## src/rtl/atx_pkg.sv

```systemverilog
// Package: shared constants, flag type and helper functions for the
// audio transmit FIFO. Assumes 20-bit sample containers throughout.
package atx_pkg;

    typedef enum logic [2:0] {
        A_CTRL = 3'd0,
        A_DATA = 3'd1,
        A_STAT = 3'd2,
        A_RIS  = 3'd3,
        A_IE   = 3'd4,
        A_ICLR = 3'd5,
        A_MAIN = 3'd6,
        A_ID   = 3'd7
    } atx_addr_e;

    localparam int SAMPLE_W  = 20;
    localparam int CTL_EN    = 0;
    localparam int CTL_SLOT3 = 3;
    localparam int CTL_SLOT4 = 4;
    localparam int CTL_SZ_LO = 13;
    localparam int CTL_CMP   = 15;
    localparam int RIS_DONE  = 0;
    localparam int RIS_TX    = 2;
    localparam int RIS_UR    = 5;
    localparam int ICLR_UR   = 5;

    localparam logic [1:0] SZ_16 = 2'd0;
    localparam logic [1:0] SZ_18 = 2'd1;
    localparam logic [1:0] SZ_20 = 2'd2;
    localparam logic [1:0] SZ_12 = 2'd3;

    typedef struct packed {
        logic underrun;
        logic full;
        logic half_empty;
        logic empty;
    } atx_flags_t;

    // Left-justify a raw sample into the 20-bit container by its width.
    function automatic logic [SAMPLE_W-1:0] pad20(input logic [SAMPLE_W-1:0] raw,
                                                  input logic [1:0] sz);
        case (sz)
            SZ_16:   return raw << 4;
            SZ_18:   return raw << 2;
            SZ_20:   return raw;
            default: return raw << 8;
        endcase
    endfunction

    // Depth encoded by index: 0 -> 8, i -> 16 << i for i in 1..7.
    function automatic int depth_of(input int code);
        return (code == 0) ? 8 : (16 << code);
    endfunction

    function automatic bit depth_ok(input int d);
        for (int i = 0; i < 8; i++) begin
            if (d == depth_of(i)) return 1'b1;
        end
        return 1'b0;
    endfunction

    function automatic logic [2:0] depth_code(input int d);
        for (int i = 0; i < 8; i++) begin
            if (d == depth_of(i)) return 3'(i);
        end
        return 3'd0;
    endfunction

endpackage

```

## src/rtl/atx_sample_pack.sv

```systemverilog
// Sample packer: turns one data-register write into one or two 20-bit
// entries. Assumes the caller has already resolved whether compact
// mode is in effect for the current size.
module atx_sample_pack
    import atx_pkg::*;
(
    input  logic [31:0]         wdata,
    input  logic [1:0]          sz,
    input  logic                compact,
    output logic [SAMPLE_W-1:0] lane0,
    output logic [SAMPLE_W-1:0] lane1
);

    logic [SAMPLE_W-1:0] raw [2];

    // Raw lane selection: compact splits halves, otherwise low 20 bits.
    always_comb begin
        if (compact) begin
            raw[0] = {4'b0, wdata[15:0]};
            raw[1] = {4'b0, wdata[31:16]};
        end else begin
            raw[0] = wdata[SAMPLE_W-1:0];
            raw[1] = '0;
        end
    end

    logic [SAMPLE_W-1:0] padded [2];

    for (genvar g = 0; g < 2; g++) begin : g_lane
        // Per-lane left justification by sample width.
        always_comb padded[g] = pad20(raw[g], sz);
    end

    assign lane0 = padded[0];
    assign lane1 = padded[1];

endmodule

```

## src/rtl/atx_ring.sv

```systemverilog
// Circular sample store: up to two writes and a two-entry read per
// cycle, no data movement on pop. Assumes the caller only asserts
// push_ok when space exists and pop only when two entries are held.
module atx_ring
    import atx_pkg::*;
#(
    parameter int DEPTH = 8,
    localparam int AW = $clog2(DEPTH),
    localparam int LW = AW + 1
) (
    input  logic                clk,
    input  logic                rst_n,
    input  logic                flush,
    input  logic                push_ok,
    input  logic                push_two,
    input  logic [SAMPLE_W-1:0] in0,
    input  logic [SAMPLE_W-1:0] in1,
    input  logic                pop,
    output logic [LW-1:0]       level,
    output logic [SAMPLE_W-1:0] out_left,
    output logic [SAMPLE_W-1:0] out_right
);

    logic [SAMPLE_W-1:0] mem [DEPTH];
    logic [LW-1:0] wp_q, rp_q;
    logic [AW-1:0] widx0, widx1, ridx0, ridx1;

    assign widx0 = wp_q[AW-1:0];
    assign widx1 = wp_q[AW-1:0] + AW'(1);
    assign ridx0 = rp_q[AW-1:0];
    assign ridx1 = rp_q[AW-1:0] + AW'(1);

    // Entry storage: one or two consecutive slots per accepted push.
    always_ff @(posedge clk) begin
        if (push_ok && !flush) begin
            mem[widx0] <= in0;
            if (push_two) mem[widx1] <= in1;
        end
    end

    // Pointer update: write advances by push size, read by a pair.
    always_ff @(posedge clk) begin
        if (!rst_n || flush) begin
            wp_q <= '0;
            rp_q <= '0;
        end else begin
            if (push_ok) wp_q <= wp_q + (push_two ? LW'(2) : LW'(1));
            if (pop)     rp_q <= rp_q + LW'(2);
        end
    end

    assign level     = wp_q - rp_q;
    assign out_left  = mem[ridx0];
    assign out_right = mem[ridx1];

endmodule

```

## src/rtl/atx_status.sv

```systemverilog
// Sticky status flags and raw interrupt vector. Flags change only on
// push, pop, flush or an underrun clear; level_n is the level after
// this cycle's push and pop.
module atx_status
    import atx_pkg::*;
#(
    parameter int DEPTH = 8,
    localparam int LW = $clog2(DEPTH) + 1,
    localparam int HALF = DEPTH / 2
) (
    input  logic          clk,
    input  logic          rst_n,
    input  logic          flush,
    input  logic          push_ok,
    input  logic          pop,
    input  logic          iclr_ur,
    input  logic [LW-1:0] level_n,
    input  logic          busy,
    input  logic [6:0]    ie,
    output atx_flags_t    flags,
    output logic [6:0]    ris,
    output logic          irq
);

    atx_flags_t f_q;

    // Flag update: clear request, then push rules, then pop rules.
    always_ff @(posedge clk) begin
        if (!rst_n || flush) begin
            f_q <= '{underrun: 1'b0, full: 1'b0, half_empty: 1'b1, empty: 1'b1};
        end else begin
            if (iclr_ur) f_q.underrun <= 1'b0;
            if (push_ok) begin
                if (level_n != '0) begin
                    f_q.empty    <= 1'b0;
                    f_q.underrun <= 1'b0;
                end
                if (int'(level_n) >= HALF)  f_q.half_empty <= 1'b0;
                if (int'(level_n) >= DEPTH) f_q.full       <= 1'b1;
            end
            if (pop) begin
                f_q.full <= 1'b0;
                if (int'(level_n) <= HALF) f_q.half_empty <= 1'b1;
                if (level_n == '0) begin
                    f_q.empty    <= 1'b1;
                    f_q.underrun <= 1'b1;
                end
            end
        end
    end

    // Raw interrupt vector from the flags and the busy indication.
    always_comb begin
        ris           = '0;
        ris[RIS_UR]   = f_q.underrun;
        ris[RIS_TX]   = f_q.half_empty;
        ris[RIS_DONE] = f_q.empty && !busy;
    end

    assign flags = f_q;
    assign irq   = |(ris & ie);

endmodule

```

## src/rtl/audio_tx_fifo.sv

```systemverilog
// Top: register decode, acceptance checks, drain gating and read-back
// for one audio transmit channel. Assumes a single-cycle register
// write strobe and a sink that may hold ready low indefinitely.
module audio_tx_fifo
    import atx_pkg::*;
#(
    parameter int DEPTH = 8,
    localparam int AW = $clog2(DEPTH),
    localparam int LW = AW + 1,
    localparam int HALF = DEPTH / 2
) (
    input  logic        clk,
    input  logic        rst_n,
    input  logic        reg_wr,
    input  logic [2:0]  reg_addr,
    input  logic [31:0] reg_wdata,
    output logic [31:0] reg_rdata,
    output logic        snk_valid,
    input  logic        snk_ready,
    output logic [39:0] snk_data,
    output logic        irq
);

    if (!depth_ok(DEPTH)) begin : g_bad_depth
        initial $fatal(1, "audio_tx_fifo: DEPTH %0d is not supported", DEPTH);
    end

    localparam logic [2:0] DEPTH_CODE = depth_code(DEPTH);

    logic [15:0] ctrl_q;
    logic [6:0]  ie_q;
    logic        main_q;
    logic        burst_q;

    atx_addr_e   addr_e;
    logic        wr_ctrl, data_wr, wr_ie, wr_iclr, wr_main;
    logic        main_flush, iclr_ur;
    logic [1:0]  sz;
    logic        cmp_eff, push_two, push_ok, gate, pop;
    logic [LW-1:0] level, level_n;
    logic [SAMPLE_W-1:0] lane0, lane1, left_s, right_s;
    atx_flags_t  flags;
    logic [6:0]  ris;

    assign addr_e     = atx_addr_e'(reg_addr);
    assign wr_ctrl    = reg_wr && (addr_e == A_CTRL);
    assign data_wr    = reg_wr && (addr_e == A_DATA);
    assign wr_ie      = reg_wr && (addr_e == A_IE);
    assign wr_iclr    = reg_wr && (addr_e == A_ICLR);
    assign wr_main    = reg_wr && (addr_e == A_MAIN);
    assign main_flush = wr_main && !reg_wdata[0];
    assign iclr_ur    = wr_iclr && reg_wdata[ICLR_UR];

    // Control, interrupt enable and main control registers.
    always_ff @(posedge clk) begin
        if (!rst_n) begin
            ctrl_q <= '0;
            ie_q   <= '0;
            main_q <= 1'b0;
        end else begin
            if (wr_ctrl) ctrl_q <= reg_wdata[15:0];
            if (wr_ie)   ie_q   <= reg_wdata[6:0];
            if (wr_main) main_q <= reg_wdata[0];
        end
    end

    assign sz       = ctrl_q[CTL_SZ_LO +: 2];
    assign cmp_eff  = ctrl_q[CTL_CMP] && (sz == SZ_16 || sz == SZ_12);
    assign push_two = cmp_eff;
    assign push_ok  = data_wr && (push_two ? (int'(level) + 2 < DEPTH)
                                           : (int'(level) < DEPTH));

    atx_sample_pack u_pack (
        .wdata   (reg_wdata),
        .sz      (sz),
        .compact (cmp_eff),
        .lane0   (lane0),
        .lane1   (lane1)
    );

    atx_ring #(.DEPTH(DEPTH)) u_ring (
        .clk       (clk),
        .rst_n     (rst_n),
        .flush     (main_flush),
        .push_ok   (push_ok),
        .push_two  (push_two),
        .in0       (lane0),
        .in1       (lane1),
        .pop       (pop),
        .level     (level),
        .out_left  (left_s),
        .out_right (right_s)
    );

    assign gate      = ctrl_q[CTL_EN] && (ctrl_q[CTL_SLOT3] || ctrl_q[CTL_SLOT4]);
    assign snk_valid = gate && ((int'(level) >= HALF) ||
                                (burst_q && int'(level) >= 2));
    assign pop       = snk_valid && snk_ready;
    assign snk_data  = {left_s, right_s};

    // Burst tracker: keeps draining below half once a pair has moved.
    always_ff @(posedge clk) begin
        if (!rst_n || main_flush || !gate) burst_q <= 1'b0;
        else if (pop)                     burst_q <= 1'b1;
        else if (int'(level) < 2)         burst_q <= 1'b0;
    end

    // Level after this cycle's push and pop, for the flag rules.
    always_comb begin
        level_n = level;
        if (push_ok) level_n = level_n + (push_two ? LW'(2) : LW'(1));
        if (pop)     level_n = level_n - LW'(2);
    end

    atx_status #(.DEPTH(DEPTH)) u_stat (
        .clk     (clk),
        .rst_n   (rst_n),
        .flush   (main_flush),
        .push_ok (push_ok),
        .pop     (pop),
        .iclr_ur (iclr_ur),
        .level_n (level_n),
        .busy    (snk_valid),
        .ie      (ie_q),
        .flags   (flags),
        .ris     (ris),
        .irq     (irq)
    );

    // Register read-back multiplexer.
    always_comb begin
        reg_rdata = '0;
        case (addr_e)
            A_CTRL: reg_rdata[15:0] = ctrl_q;
            A_STAT: begin
                reg_rdata[0]       = flags.empty;
                reg_rdata[1]       = flags.half_empty;
                reg_rdata[2]       = flags.full;
                reg_rdata[3]       = flags.underrun;
                reg_rdata[4]       = snk_valid;
                reg_rdata[16 +: LW] = level;
            end
            A_RIS:  reg_rdata[6:0] = ris;
            A_IE:   reg_rdata[6:0] = ie_q;
            A_MAIN: reg_rdata[0]   = main_q;
            A_ID:   reg_rdata[2:0] = DEPTH_CODE;
            default: reg_rdata = '0;
        endcase
    end

endmodule

```

## config.mk

```make
export PLATFORM = sky130hd
export DESIGN_NAME = audio_tx_fifo
export DESIGN_NICKNAME = d
export VERILOG_FILES = /design/src/rtl/atx_pkg.sv /design/src/rtl/atx_sample_pack.sv /design/src/rtl/atx_ring.sv /design/src/rtl/atx_status.sv /design/src/rtl/audio_tx_fifo.sv
export SDC_FILE = /design/constraint.sdc
export NUM_CORES = 1
export LEC_CHECK = 0
export BUFFER_PORTS_ARGS = -buffer_cell sky130_fd_sc_hd__buf_2
export CORE_MARGIN = 5
export CORE_UTILIZATION = 49
export CTS_BUF_LIST = sky130_fd_sc_hd__clkbuf_16
export CTS_CLUSTER_SIZE = 20
export DETAILED_ROUTE_END_ITERATION = 7
export PLACE_DENSITY = 0.68
export SLEW_MARGIN = 20
export SYNTH_ARGS = -nofsm -noshare
export SYNTH_HDL_FRONTEND = slang
export SYNTH_SLANG_ARGS = --single-unit
export TNS_END_PERCENT = 5
```

## constraint.sdc

```tcl
create_clock -name clk -period 5.78 [get_ports clk]
set_input_delay 0.578 -clock clk [delete_from_list [all_inputs] [get_ports clk]]
set_output_delay 0.578 -clock clk [all_outputs]
set_load 0.05 [all_outputs]
```

# Yosys cells after proc, flatten, opt, wreduce, memory -nomap -nowiden
# Memory sizes are Yosys's and may differ from the RTL's. A register that Yosys moved wholly into a read port is not among the register bits.
# Index checks and enable logic that the tools add are counted.
# word_totals
in_bits	39
memories	1
wordCells	102
ramBits	160
output_inout_bits	74
regBits	37
# classes
n_mux	32
addsub	8
order_cmp	8
n_bitwise	1
eq_ne	9
reduce_logical	33
# mem_list
name	depth	width	read_ports	rd_ports_with_merged_regs	wr	line_no	text
u_ring.mem	8	20	2	1	2	atx_ring.sv:24	logic [SAMPLE_W-1:0] mem [DEPTH];
# ops
cell	n
$pmux 20 s3	2
$mux 40	1
$mux 4	5
$mux 1	16
$logic_and 1x1->1	15
$pmux 2 s3	2
$eq 3x3->1 const B	3
$mux 9	1
$add 4x4->4	2
$ge 4x3->1 const B	2
$pmux 2 s4	1
$and 6x7->7	1
$reduce_or 7->1	1
$add 3x1->3 const B	2
$eq 3x2->1 const B	2
$mux 3	2
$add 4x2->5 const B	1
$logic_not 1->1	5
$logic_or 1x1->1	5
$lt 5x4->1 const B	1
$pmux 1 s5	1
$add 4x2->4 const B	1
$eq 2x2->1 const B	2
$ge 4x2->1 const B	1
16 further kinds	16

# Logic depth before layout (Yosys ltp)
# logic_depth
word_depth	13
mapped_depth	16

# Hierarchy
# From an unflattened synthesis, not the netlist that was laid out.
# hier_totals
cells_unflattened	819
area_unflattened_um2	11304.6
# modules_own_cells
module	area_each_um2	cells_each	instances
atx_ring	8475.6	475	1
audio_tx_fifo	1580.3	199	1
atx_sample_pack	1006.0	115	1
atx_status	242.7	30	1

# Worst setup path after synthesis
# OpenSTA, ideal clock, no wires.
# synth_path
kind	register to register
start	register u_ring.rp_q[2]
end	memory u_ring.mem[0][0] (enable)
setup_time_ps	454
period_less_slack_ps	4674
arrival_time_ps	4219
required_ps	5326
setup_slack_ps	1106
stages_incl_launch_ff	8
cell_sequence	dfxtp_1 buf_1 inv_1 fa_1 xnor3_2 a211o_2 clkbuf_1 o41ai_1
# synth_rtl
element	line_no	text
from (decl)	atx_ring.sv:25	logic [LW-1:0] wp_q, rp_q;
from (signal assigned)	atx_ring.sv:48	if (pop) rp_q <= rp_q + LW'(2);
to (decl)	atx_ring.sv:24	

==> metrics.md <==
| Metric | Value |
|---|---|
| Post-synth top area cell | `edfxtp_1` |
| Ys flop type | `edfxtp_1` |
| Fmax | `0.250 GHz` |
| Max Buffers Root-to-Sink | `2` |
| Clock Latency Late Sink | `440 ps` |
| Critical path arrival | `between 4000 and 5000 ps` |
| Reg2Reg Setup Slack | `1770 ps` |
| Maximum vdd drop | `183 uV` |
| Combinational Power Share | `0.081` |
| Library cells used by synthesis | `65` |
| Net Switching | `0.712 mW` |
| Detail Route Antenna Nets | `0` |
| CTS tree | `done` |
| RSZ-0062 raised after global routing | `false` |
| WS Path Type | `register to register` |
| Hold Crit Class | `input pin to register` |
| Crit end category | `register` |
| Hold Path Cell Cnt | `3` |
| Core area | `around 0.021 mm2` |
| Via density | `5.96` |
| DRC errors left | `0` |
| CTS sink count | `198` |
| Die H | `157 um` |
| DR vias | `8089` |
| Worst Max-Slew Pin Slew | `1090 ps` |
| GRT overflow | `0` |
| First-pass GRT wire length | `around 45000 um` |
| Final std cells w/o fill | `1357` |
| Final wirelength | `28100 um` |
| Most common cell in the netlist | `nand2_1` |
| Util after Layout | `0.562` |
| Crit-path cells | `buf_4, ha_1, inv_1, fa_1, xnor3_2, a211oi_2, nand2_4, o31ai_4` |
| FF-to-FF Start | `u_ring.rp_q[1]` |
| Top cell type's share of synthesized area | `0.452` |
| PortBufs | `100` |
| TritonCTS Buffers | `17` |
| Largest net degree at the start of global routing | `52` |
| Sink of the worst hold path | `ctrl_q[13]` |
| EDFF count, synth | `160` |
| Count of pins over their slew limit | `0` |
| Hold Startpoint | `reg_wdata[13]` |
| Die X | `roughly 160 um` |
| Final setup viols | `0` |
| Initial Util | `0.501` |
| Share of cells above drive strength 1 | `0.198` |
| DP HPWL | `19400 um` |
| Worst-path clk slew | `about 70 ps` |
| RD Place Congestion | `0.915` |
| Crit path largest cell delay | `920 ps` |
| Switching share of power | `0.240` |
| Max_cap viols | `0` |
| Wire length per cell | `20.7 um` |
| Worst reg-to-reg path cell count | `8` |
| CP Launch Type | `register` |
| Int Pwr | `2.26 mW` |
| Fin crit share | `0.693` |
| Hold Fails Final Rpt | `0` |
| Number of detailed-route iterations in the first pass | `7` |
| Clk pwr share | `0.395` |
| Syn. warnings | `0` |
| H-tree Lvls | `4` |
| Row count | `53` |
| CP max FO | `23` |
| Hold_buf cts | `0` |
| Setup Buffers After CTS | `0` |
| #FFs+latches synth | `198` |
| Initial antenna violation count | `6` |
| Synth Area per Inst | `10.5 um2` |
| Status | `complete, no violations` |
| Placed cell count | `~1300` |
| Static Leak | `4.37 nW` |
| Slew HR | `0.255` |
| Area growth syn-to-layout | `12.2%` |
| Clk_skew | `14.0 ps` |
| Worst endpoint required time | `5830 ps` |
| Final nets | `1120` |
| Mapped cell area | `around 0.011 mm2` |
| Final critical-path required period | `about 4000 ps` |
| Async SR Flop Fraction | `0` |
| Register area share after synthesis | `0.524` |
| WHS | `between 400 and 500 ps` |
| Seq pwr share | `0.524` |
| Drt first-iter violations | `just under 900` |
| Vias in the first global route | `7846` |
| I/O Pins | `113` |
| CTS resizes | `0` |
| RR Endpoint | `u_ring.mem[4][9]` |
| Setup TNS | `0 ps` |
| Cell Pwr Density | `249 mW/mm2` |
| Critical path's slowest cell | `o31ai_4` |
| Top cells by area, synth | `edfxtp_1 (45%), mux4_2 (8.7%), o21ai_0 (8.4%)` |
| DIE AREA | `0.0247 mm2` |
| Cells after synthesis | `1009` |
| Top post-synthesis cells by count | `nand2_1 (234), o21ai_0 (178), edfxtp_1 (160)` |
| GR Util All Layers | `0.233` |
| Clk root buf | `clkbuf_16` |
-- placed cells by master (no fill, tap or decap), types with 3 or more instances in the layout --
cell	n
mux4_2	41
mux2i_1	21
or3_1	5
a21boi_0	16
fa_1	3
buf_2	100
nand2_1	234
dfxtp_1	38
nand3_1	5
nor3_1	5
nor2_1	31
a222oi_1	24
a21oi_1	17
and2_1	14
mux2i_2	3
ha_1	10
a22o_1	4
nor2b_1	12
o31ai_4	5
conb_1	12
clkinv_4	3
clkbuf_16	17
o21ai_0	176
o21ai_1	5
nand4_1	4
a31oi_1	4
a22oi_1	5
xor2_1	4
edfxtp_1	160
inv_1	30
nand3b_1	4
buf_4	18
-- per-stage QoR --
step | worst slack [ps] | instance area, um2 | power [mW]
after global routing | 1460 | 11900 | 3.06
final | 1770 | 11900 | 2.97
after detailed placement | 1760 | 11300 | 1.82
after global placement | 1870 | 11300 | 1.82
after floorplan | 1110 | 10700 | 1.75
after CTS | 1760 | 11900 | 2.97
-- worst max-delay path, delay by kind of cell, from the launching register on --
kind	cells	cell delay, ps
AOI/OAI and AO/OA	2	1710
buffers and inverters	2	440
xor gates and xnor gates	1	320
DFF	1	310
adders and majority gates	2	640
and+or+nand+nor	1	190
-- area by class of cell --
class                           count  area (um2)
Clock buffer                       17         425
Inverter                           25        93.8
Timing Repair Buffer              120         662
Fill cell                        1813        9290
Tap cell                          275         344
Antenna cell                        2        5.00
Clock inverter                     15         140
Sequential cell                   198        5570
Multi-Input combinational cell    705        4690
-- per-layer routing --
layer,global-route usage,part of all wire
met3,0.0685,0.096
met5,0,0.0018
met2,0.363,0.47
met1,0.318,0.42
met4,0.0705,0.018
-- power by group through the flow --
stage	Clock (mW)	Sequential [mW]	Combinational [mW]
finish	1.17	1.55	0.242
global route	1.24	1.55	0.268
CTS	1.18	1.55	0.239
detailed placement	0	1.59	0.238
global placement	0	1.59	0.232
floorplan	0	1.58	0.167
-- sequential cells by signal, summed over array words and instances (netlist names), named ones only --
name,count
ie_q,7
u_ring.rp_q,3
u_ring.mem,160
main_q,1
u_stat.flags,4
u_ring.wp_q,4
burst_q,1
ctrl_q,16
-- logic make-up (layout without fill, tap and decap cells) --
kind of cell    count (synthesis)  count (layout)  share of synthesized area
compound gates                278             278                      0.159
xor+xnor                        7               7                    0.00718
fa+ha+maj                      14              14                     0.0186
buf+inv                       117             177                     0.0472
flops                         198             198                      0.524
mux                            65              65                      0.110
other cells                     1              14                   0.000353
simple gates                  329             329                      0.134
-- worst max path at each step --
stage	start	end	slack [ps]	depth (start not counted)
detailed placement	u_ring.rp_q[1]	u_ring.mem[5][3]	1760	9
floorplan	u_ring.rp_q[2]	u_ring.mem[0][0]	1110	7
CTS	u_ring.rp_q[1]	u_ring.mem[5][10]	1760	9
global route	u_ring.rp_q[1]	u_ring.mem[5][10]	1460	9
global placement	u_ring.rp_q[1]	u_ring.mem[5][3]	1870	9
finish	u_ring.rp_q[1]	u_ring.mem[4][9]	1770	8
Power figures use the tool's default switching activity.
